`config.mk`:
```
export PLATFORM = sky130hd
export DESIGN_NAME = pport_irq_ctrl
export DESIGN_NICKNAME = d
export VERILOG_FILES = /design/src/rtl/pport_irq_pkg.sv /design/src/rtl/pport_sync.sv /design/src/rtl/pport_edge_det.sv /design/src/rtl/pport_icr_reg.sv /design/src/rtl/pport_irq_ctrl.sv
export SDC_FILE = /design/constraint.sdc
export NUM_CORES = 1
export LEC_CHECK = 0
export BUFFER_PORTS_ARGS = -buffer_cell sky130_fd_sc_hd__buf_2
export CAP_MARGIN = 10
export CORE_MARGIN = 1
export CORE_UTILIZATION = 41
export DETAILED_ROUTE_END_ITERATION = 8
export GPL_TIMING_DRIVEN = 1
export HOLD_SLACK_MARGIN = 0.06
export PLACE_DENSITY = 0.76
export SETUP_SLACK_MARGIN = 0.3
export SLEW_MARGIN = 30
export SYNTH_ARGS = -nofsm -noshare
export SYNTH_HDL_FRONTEND = slang
export SYNTH_SLANG_ARGS = --single-unit
```
`constraint.sdc`:
```
create_clock -name clk -period 2.1 [get_ports clk]
set_input_delay 0.21 -clock clk [delete_from_list [all_inputs] [get_ports clk]]
set_output_delay 0.21 -clock clk [all_outputs]
set_load 0.05 [all_outputs]
```
`src/rtl/pport_irq_pkg.sv`:
```
package pport_irq_pkg;
  localparam int NSRC     = 6;
  localparam int CTRL_W   = 10;
  localparam int DATA_W   = NSRC + CTRL_W;
  localparam int PEND_LSB = CTRL_W;

  // Source order, high to low: strobe, ack, busy, paper-empty, select, error
  function automatic logic [NSRC-1:0] ctrl_enables(input logic [CTRL_W-1:0] c);
    return {c[9], c[8], c[6], c[4], c[2], c[0]};
  endfunction

  // Strobe and ack are fixed to rising edge
  function automatic logic [NSRC-1:0] ctrl_rise_sel(input logic [CTRL_W-1:0] c);
    return {1'b1, 1'b1, c[7], c[5], c[3], c[1]};
  endfunction
endpackage

```
`src/rtl/pport_sync.sv`:
```
module pport_sync #(
  parameter int WIDTH  = 6,
  parameter int STAGES = 2
) (
  input  logic             clk,
  input  logic             rst_n,
  input  logic [WIDTH-1:0] d,
  output logic [WIDTH-1:0] q
);
  logic [WIDTH-1:0] stg_d [STAGES];
  logic [WIDTH-1:0] stg_q [STAGES];

  always_comb begin
    stg_d[0] = d;
    for (int s = 1; s < STAGES; s++) stg_d[s] = stg_q[s-1];
  end

  always_ff @(posedge clk or negedge rst_n) begin
    if (!rst_n) begin
      for (int s = 0; s < STAGES; s++) stg_q[s] <= '0;
    end else begin
      for (int s = 0; s < STAGES; s++) stg_q[s] <= stg_d[s];
    end
  end

  assign q = stg_q[STAGES-1];

  generate
    if (STAGES > 1) begin : g_chk
      AST_SYNC_SHIFT: assert property (@(posedge clk) disable iff (!rst_n)
        q == $past(stg_q[STAGES-2]));
    end
  endgenerate
endmodule

```
`src/rtl/pport_edge_det.sv`:
```
module pport_edge_det #(
  parameter int NUM = 6
) (
  input  logic           clk,
  input  logic           rst_n,
  input  logic [NUM-1:0] lvl,
  input  logic [NUM-1:0] rise_sel,
  output logic [NUM-1:0] hit
);
  logic [NUM-1:0] prev_q;
  logic [NUM-1:0] rise;
  logic [NUM-1:0] fall;

  always_comb begin
    rise = lvl & ~prev_q;
    fall = ~lvl & prev_q;
    hit  = (rise & rise_sel) | (fall & ~rise_sel);
  end

  always_ff @(posedge clk or negedge rst_n) begin
    if (!rst_n) prev_q <= '0;
    else        prev_q <= lvl;
  end

  genvar gi;
  generate
    for (gi = 0; gi < NUM; gi++) begin : g_chk
      AST_EDGE_POLARITY: assert property (@(posedge clk) disable iff (!rst_n)
        hit[gi] |-> (lvl[gi] == rise_sel[gi]) && (lvl[gi] != $past(lvl[gi])));
    end
  endgenerate
endmodule

```
`src/rtl/pport_icr_reg.sv`:
```
module pport_icr_reg
  import pport_irq_pkg::*;
(
  input  logic              clk,
  input  logic              rst_n,
  input  logic              we,
  input  logic [DATA_W-1:0] wdata,
  input  logic [NSRC-1:0]   hit,
  input  logic [NSRC-1:0]   en_vec,
  output logic [NSRC-1:0]   pend,
  output logic [CTRL_W-1:0] ctrl
);
  logic [NSRC-1:0]   pend_q, pend_d, clr_mask, set_mask;
  logic [CTRL_W-1:0] ctrl_q;

  always_comb begin
    clr_mask = we ? wdata[DATA_W-1:PEND_LSB] : '0;
    set_mask = hit & en_vec;
    pend_d   = set_mask | (pend_q & ~clr_mask);
  end

  always_ff @(posedge clk or negedge rst_n) begin
    if (!rst_n) pend_q <= '0;
    else        pend_q <= pend_d;
  end

  always_ff @(posedge clk or negedge rst_n) begin
    if (!rst_n)  ctrl_q <= '0;
    else if (we) ctrl_q <= wdata[CTRL_W-1:0];
  end

  assign pend = pend_q;
  assign ctrl = ctrl_q;

  AST_CLEAR_ONLY_BY_W1: assert property (@(posedge clk) disable iff (!rst_n)
    (($past(pend_q) & ~pend_q) & ~($past(we) ? $past(wdata[DATA_W-1:PEND_LSB]) : '0)) == '0);
  AST_SET_NEEDS_EN: assert property (@(posedge clk) disable iff (!rst_n)
    ((pend_q & ~$past(pend_q)) & ~$past(hit & en_vec)) == '0);
  AST_EDGE_BEATS_CLEAR: assert property (@(posedge clk) disable iff (!rst_n)
    ($past(hit & en_vec) & ~pend_q) == '0);
endmodule

```
`src/rtl/pport_irq_ctrl.sv`:
```
module pport_irq_ctrl
  import pport_irq_pkg::*;
#(
  parameter int SYNC_STAGES = 2
) (
  input  logic              clk,
  input  logic              rst_n,
  input  logic [NSRC-1:0]   line_in,
  input  logic              reg_we,
  input  logic [DATA_W-1:0] reg_wdata,
  output logic [DATA_W-1:0] reg_rdata,
  output logic              irq_o
);
  logic [NSRC-1:0]   lvl_sync, hit, en_vec, rise_sel, pend;
  logic [CTRL_W-1:0] ctrl;
  logic              irq_q, irq_d;

  pport_sync #(.WIDTH(NSRC), .STAGES(SYNC_STAGES)) u_sync (
    .clk(clk), .rst_n(rst_n), .d(line_in), .q(lvl_sync)
  );

  pport_edge_det #(.NUM(NSRC)) u_edge (
    .clk(clk), .rst_n(rst_n), .lvl(lvl_sync), .rise_sel(rise_sel), .hit(hit)
  );

  pport_icr_reg u_reg (
    .clk(clk), .rst_n(rst_n), .we(reg_we), .wdata(reg_wdata),
    .hit(hit), .en_vec(en_vec), .pend(pend), .ctrl(ctrl)
  );

  always_comb begin
    en_vec   = ctrl_enables(ctrl);
    rise_sel = ctrl_rise_sel(ctrl);
    irq_d    = |(pend & en_vec);
  end

  always_ff @(posedge clk or negedge rst_n) begin
    if (!rst_n) irq_q <= 1'b0;
    else        irq_q <= irq_d;
  end

  assign irq_o     = irq_q;
  assign reg_rdata = {pend, ctrl};

  AST_FIXED_RISE: assert property (@(posedge clk) disable iff (!rst_n)
    (|hit[NSRC-1:NSRC-2]) |-> (|(lvl_sync[NSRC-1:NSRC-2] & hit[NSRC-1:NSRC-2])));
  AST_IRQ_QUIET: assert property (@(posedge clk) disable iff (!rst_n)
    ($past((pend & en_vec) == '0) && ((pend & en_vec) == '0)) |-> !irq_o);
endmodule

```
==> results of run 1 <==
cell type report:
class / count / area (sq um)
Sequential cell: 35 / 876
Tap cell: 31 / 38.8
Fill cell: 237 / 1250
Clock buffer: 6 / 41.3
Multi-Input combinational cell: 34 / 335
Timing Repair Buffer: 48 / 275
Inverter: 2 / 7.51
synthesized netlist by cell type:
| library cell | number |
|---|---|
| sky130_fd_sc_hd__dfrtp_1 | 35 |
| sky130_fd_sc_hd__and4b_1 | 4 |
| sky130_fd_sc_hd__nand3_1 | 1 |
| sky130_fd_sc_hd__mux2_4 | 8 |
| sky130_fd_sc_hd__nand2_1 | 6 |
| sky130_fd_sc_hd__buf_6 | 1 |
| sky130_fd_sc_hd__a22oi_1 | 3 |
| sky130_fd_sc_hd__buf_12 | 1 |
| sky130_fd_sc_hd__inv_1 | 2 |
| sky130_fd_sc_hd__mux2_2 | 2 |
| sky130_fd_sc_hd__and4bb_1 | 3 |
| sky130_fd_sc_hd__nor4bb_1 | 1 |
| sky130_fd_sc_hd__a32o_1 | 2 |
| sky130_fd_sc_hd__a211o_1 | 4 |
per-layer routing:
layer	global-route usage, %	up-vias	wire, microns
met1	18.6	425	1020
met5	0	-	0
met3	7.71	8	173
met2	26.9	34	1130
li1	-	371	-
met4	10.5	0	72
power by group:
part / switching (mW) / internal (mW)
Sequential: 0.0482 / 0.737
Combinational: 0.229 / 0.111
Clock: 0.199 / 0.119
Total: 0.477 / 0.967
registers in the layout (all words and copies together), names as in the netlist:
signal         cells
u_reg.pend         6
u_edge.prev_q      6
u_reg.ctrl        10
u_sync.q           6
irq_o              1
u_sync.stg_d       6
per-stage QoR:
| step | hold slack, ps | std cells | utilization (%) | instance area [sq um] | worst slack, ps |
|---|---|---|---|---|---|
| floorplan | -85.6 | 73 | - | 1250 | 841 |
| global placement | 306 | 143 | 51.7 | 1460 | 1050 |
| detailed placement | 319 | 143 | 51.7 | 1460 | 1010 |
| CTS | 86.0 | 156 | 55.6 | 1570 | 829 |
| global route | 86.2 | 156 | 55.6 | 1570 | 793 |
| finish | 105 | 156 | 55.6 | 1570 | 842 |
cell families (layout without fill, tap and decap cells):
kind of cell    after synthesis  after routing  synth area share [%]
compound gates                9              9                  6.21
buf+inv                       4             56                  3.10
flops                        35             35                  70.1
mux                          10             10                  11.4
simple gates                 15             15                  9.21
path summary, 6_finish.rpt:
check / slack [ps] / endpoint / start
worst max-delay path: 840 / reg_rdata[8] / u_reg.ctrl[8]$_DFFE_PN0P_
worst min-delay path: 110 / u_reg.ctrl[7]$_DFFE_PN0P_ / reg_wdata[7]
worst max register to register: 1090 / u_reg.pend[2]$_DFF_PN0_ / u_reg.ctrl[4]$_DFFE_PN0P_
worst min register to register: 360 / u_sync.q[2]$_DFF_PN0_ / u_sync.stg_d[2]$_DFF_PN0_
max in group asynchronous: 1160 / u_edge.prev_q[5]$_DFF_PN0_ / rst_n
min in group asynchronous: 470 / u_reg.ctrl[2]$_DFFE_PN0P_ / rst_n
worst reg2reg max path: stages (launching register included):
cell and delay, ps:
sky130_fd_sc_hd__dfrtp_1 430, sky130_fd_sc_hd__and4bb_1 210, sky130_fd_sc_hd__a211o_1 260
==> run summary, run 1 <==
The flow ran to the end, but the final reports show violations. The checks that failed: DRC. Using the TritonRoute via totals, the vias-per-cell ratio works out to 5.37. The worst pin sits at a relative slew slack of 50.6%. The cell taking the most area after synthesis is sky130_fd_sc_hd__dfrtp_1.

The largest driver fanout on the critical path is 4. The overall overflow remaining after global route is 0. The post-CTS repair timing setup buffer count came out at 0. The wire length per cell after detailed routing is 15.4 microns. The net count of the finished layout is 151. TritonCTS built the clock tree. The cell count after synthesis came out at 73. The count of hold buffers inserted by post-cts repair came out at 7. The final setup violation count is 0. The summed instance area of the synthesized netlist is 1250 sq um. The slowest stage of the critical path is the sky130_fd_sc_hd__dfrtp_1 cell.

The die is 57.2 microns wide. In the post-synthesis netlist, the biggest area contributors are sky130_fd_sc_hd__dfrtp_1 (70%), sky130_fd_sc_hd__mux2_4 (9.6%), sky130_fd_sc_hd__and4b_1 (3.2%). The quantity of gates resized following cts came out at 0. The die covers 3270 sq um. Clock tree synthesis selected as its root buffer the cell sky130_fd_sc_hd__clkbuf_4. The detailed-route via count came out at 838. The aggregate global-route resource usage is 17.0%. The detailed router finished its first iteration with 11 violations. The total buffers and inverters traversed by the critical path came out at 1. The number of sinks on the clock net came out at 35. The flip-flop and latch count after synthesis is 35. The global-route wire length before repair is 3950 microns. At the end of routability-driven placement, the weighted congestion stood at 0.738. At the pin with the least slew margin, the transition time is 741 ps.

In this run the power density over the cells is 917 nW/um^2. The largest clock skew in the final design is 6.39 ps. The share of the clock period used by the worst path after layout came out at 59.9%. The starting utilization of the core area came out at 44.2%.

The worst hold path was traced through 2 stages. The number of nets still failing antenna checks after routing is 0. The total wirelength of the detailed-routed design came out at 2400 microns. The count of TritonRoute iterations in the first routing pass is 8. From synthesis to final layout, the design area changed by 25.9%. The quantity of I/O buffers inserted on ports came out at 41. Derived from the worst setup path, the maximum achievable clock frequency is 0.795 GHz. The element type at the critical path start is a flop. The setup path with the least slack is of type flop to output port. The leakage power summed over all cells came out at 0.819 nW. The arrival time at the worst endpoint came out at 1050 ps.

Setup repair after global routing left no endpoint under its margin. For the worst setup path, the data required time is 1890 ps. The number of endpoints with negative hold slack in the final report came out at 0. The final-report max-slew violation count came out at 0. Traced cell by cell, the critical path runs through buf_2.

The number of H-tree levels is 2. The core outline area is 2830 sq um. Clock-pin slew was measured on the worst setup and hold paths at 100 ps.

The number of cells on the worst reg-to-reg path is 2. The clock reaches the later pin of the worst-skew pair after 330 ps. The register area share after synthesis came out at 70.1%. In this run the worst hold path is classified as input pin to flop.

Synthesis produced a netlist with a net count of 98. The number of antenna diodes in the final layout is 0. The number of global-route vias before repair is 885. The share of layout cells above drive strength 1 is 44.8%. The remaining design rule violation count came out at 2. Leaving out fill and tap cells, the most frequent cell in the layout is sky130_fd_sc_hd__buf_2.

Leaving out fill and tap cells, the most frequent cells in the layout are sky130_fd_sc_hd__buf_2 (41), sky130_fd_sc_hd__dfrtp_1 (35), sky130_fd_sc_hd__mux2_4 (8), sky130_fd_sc_hd__dlygate4sd3_1 (7), sky130_fd_sc_hd__nand2_1 (6). The average cell area after synthesis came out at 17.1 sq um. The tool flagged a number of max-cap violations equal to 0. The critical path depth in cells came out at 1. The worst setup path is captured at an output port. The total CTS buffers came out at 5. The worst voltage drop across the vdd grid is 499 uV. The design draws 1.44 mW. The worst path in the final design needs a cycle of 1260 ps, including I/O delays and setup. The maximum number of buffers from clock root to sink came out at 2.

For this design the top-level I/O count stands at 42. The number of warning messages in the yosys log is 0. The wire-length estimate of the detail-placed layout is 1610 microns. The share of the synthesized area in the top cell type came out at 70.1%. The largest net degree at the start of global routing is 36. The number of distinct library cells after synthesis came out at 14. The largest single stage delay on the critical path is 420 ps. The height of the chip is 57.2 microns. Grouping stages by cell kind, the critical path spends the most delay in flip-flops. The number of antenna violations at the first check in global routing is 0. The sum of negative setup slack is 0 ps. The number of placement rows is 19.
No activity file was read; power rests on OpenSTA's default activity.
==> run 2: changes to the inputs <==
==> constraint.sdc (replaced) <==
create_clock -name clk -period 1.2 [get_ports clk]
set_input_delay 0.12 -clock clk [delete_from_list [all_inputs] [get_ports clk]]
set_output_delay 0.12 -clock clk [all_outputs]
set_load 0.05 [all_outputs]
==> run 2 against run 1 <==
Against the previous run: the flow still finishes with violations (DRC); setup slack got worse by 720 ps; critical path type is now flop to flop; first-iteration DRC count grew 36%; wire length rose by 15%; worst hold slack lost 20 ps; cell count rose by 17%; die area did not move; via count increased by 7.4%; combinational power increased to 2.6 times the previous value; non-clock buffer count is 25 higher.
==> run summary, run 2 (same netlist as run 1, synthesis figures left out) <==
The flow ran to the end, but the final reports show violations. The checks that failed: DRC. The total overflow left after global routing is 0. Routability-driven placement finished with a final weighted congestion of 0.726.

The final-report max-slew violation count came to 0. The root buffer cell chosen for the clock tree is sky130_fd_sc_hd__clkbuf_4. The layout net count is 176. The reg2reg setup slack came out at 120 ps. The number of nets still failing antenna checks after routing came out at 0. The largest net degree at the start of global routing is 36. The worst setup path startpoint is u_reg.ctrl[0]$_DFFE_PN0P_. The height of the chip came out at 57.2 microns. The startpoint identified for the worst register-to-register timing path is u_reg.ctrl[0]$_DFFE_PN0P_. Setup repair after global routing could not meet its margin everywhere. Measured along the x axis, the die boundary spans 57.2 microns.

The number of antenna diodes in the final layout is 0. STA classifies the critical path startpoint as a flop. For this configuration, the core starts out at a cell density of 44.2%. The count of filler cells inserted in the layout came out at 202. The number of antenna violations at the first check in global routing was 0. The number of global-route vias before repair was 990.

The largest driver fanout on the critical path is 3. The top cell types in the final layout, fill and taps aside, are sky130_fd_sc_hd__buf_2 (24), sky130_fd_sc_hd__dfrtp_1 (22), sky130_fd_sc_hd__buf_6 (22), sky130_fd_sc_hd__dlygate4sd3_1 (17), sky130_fd_sc_hd__dfrtp_2 (13). For the pin with the worst max-slew slack, the measured transition is 449 ps. The placed wire-length estimate is 1560 microns. The number of sinks on the clock net came out at 35. The aggregate global-route resource usage is 18.6%.

The first detailed-routing pass took 6 iterations. The die covers 3270 sq um. The number of endpoints with negative hold slack in the final report came out at 0.

By startpoint and endpoint, the worst setup path is classified as flop to flop. The first global-routing pass estimated 4380 microns of wire. In this run the critical register-to-register path is captured at u_reg.pend[0]$_DFF_PN0_. The maximum number of buffers from clock root to sink came out at 2. The quantity of I/O buffers inserted on ports came out at 41. The required time of the worst setup path came out at 1420 ps. The sum of negative setup slack is 0 ps. The area taken by flip-flops and latches is 892 sq um. The power density over the cells came out at 1460 nW/um^2. The clock insertion delay at the later pin of the skew report came out at 330 ps. The growth of design area from synthesis to finish is 56.4%. The worst voltage drop across the vdd grid came out at 933 uV. The path class of the tightest hold or removal check is input pin to flop. The depth of the worst register-to-register path came out at 3. Leaving out fill and tap cells, the most frequent cell in the layout is sky130_fd_sc_hd__buf_2. At the placement stage, the worst setup path has a slack of 160 ps. The normalized max-slew margin came out at 70.1%. The via density per instance is 4.92. The core outline area came out at 2830 sq um. The clock arrives with 6.37 ps of skew.

The wire length per cell after detailed routing came out at 15.0 microns. The share of layout cells above drive strength 1 came out at 57.2%. The number of DRC violations after detailed-routing iteration 0 is 15. The max-capacitance violation count came out at 0.

The timing-limited maximum frequency came out at 0.923 GHz. The remaining design rule violation count is 3. TritonCTS built the clock tree. The most critical setup path has its endpoint at u_reg.pend[0]$_DFF_PN0_. The total area of multi-input combinational cells came out at 353 sq um. The total CTS buffers came out at 5. The arrival time at the worst endpoint came out at 1310 ps. During I/O placement, the number of pins put on the boundary was 42. The minimum setup slack in the final design is 117 ps. Wires add up to 2750 microns. The clock edge transition at the registers on the reported setup and hold paths came out at 100 ps.

The worst hold slack after final layout is 85.2 ps. Counting I/O delays and the setup requirement, the final critical path takes 1080 ps. The flip-flop count of the largest register, all copies and words added is 10. The detailed-route via count is 900. The final setup violation count is 0. The number of placement rows is 19.

The share of the clock period used by the worst path after layout came out at 90.3%. The clock tree synthesis step divided the H-tree into 2 levels. The type of destination of the critical path is a flop. For this design the static power due to leakage is 0.974 nW.
run 2: worst max-delay path: stages, from the launching register on:
cell and delay, ps:
sky130_fd_sc_hd__dfrtp_2 440, sky130_fd_sc_hd__buf_6 130, sky130_fd_sc_hd__and4b_1 170, sky130_fd_sc_hd__a211o_1 230
run 2: per-layer routing:
layer	up-vias	track usage (%)	part of all wire (%)
met2	30	31.6	52
met5	-	0	0
li1	421	-	-
met3	5	7.03	5.5
met1	444	21.1	41
met4	0	7.67	1.1
run 2: final cells by class:
cell class	instances	share of cell area (%)
Inverter	2	0.384
Timing Repair Buffer	73	31.4
Clock buffer	7	2.30
Clock inverter	1	0.256
Multi-Input combinational cell	34	18.1
Sequential cell	35	45.6
Tap cell	31	1.98
run 2: per-stage QoR:
stage	total power [mW]	cells	instance area [sq um]	utilization (%)
finish	2.85	183	1950	69.1
global route	2.96	183	1950	69.1
CTS	2.83	180	1910	67.4
detailed placement	2.00	144	1490	52.8
global placement	1.98	144	1490	52.8
floorplan	1.82	73	1270	-
run 2: repair_timing:
item | 4_1_cts | 5_1_grt
hold buffers | 17 | 0
resized for setup | 35 | 6
pin swaps | 3 | 4
endpoints found under the hold margin | 51 | 0
setup buffers | 11 | 3
setup endpoints to repair | 21 | 28
run 2: worst min-delay path by stage:
stage | from | end | slack (ps) | cells past startpoint
CTS | reg_wdata[12] | u_reg.pend[2]$_DFF_PN0_ | 70 | 3
global placement | rst_n | u_sync.q[4]$_DFF_PN0_ | 160 | 2
global route | reg_wdata[13] | u_reg.pend[3]$_DFF_PN0_ | 80 | 3
finish | reg_wdata[13] | u_reg.pend[3]$_DFF_PN0_ | 90 | 3
detailed placement | rst_n | u_sync.stg_d[4]$_DFF_PN0_ | 170 | 2
floorplan | rst_n | irq_o$_DFF_PN0_ | -180 | 0
run 2: power breakdown:
part | internal, mW | total, mW | leakage, nW | switching, mW
Clock | 0.228 | 0.588 | 0.0293 | 0.360
Sequential | 1.30 | 1.39 | 0.398 | 0.0894
Combinational | 0.411 | 0.872 | 0.547 | 0.460
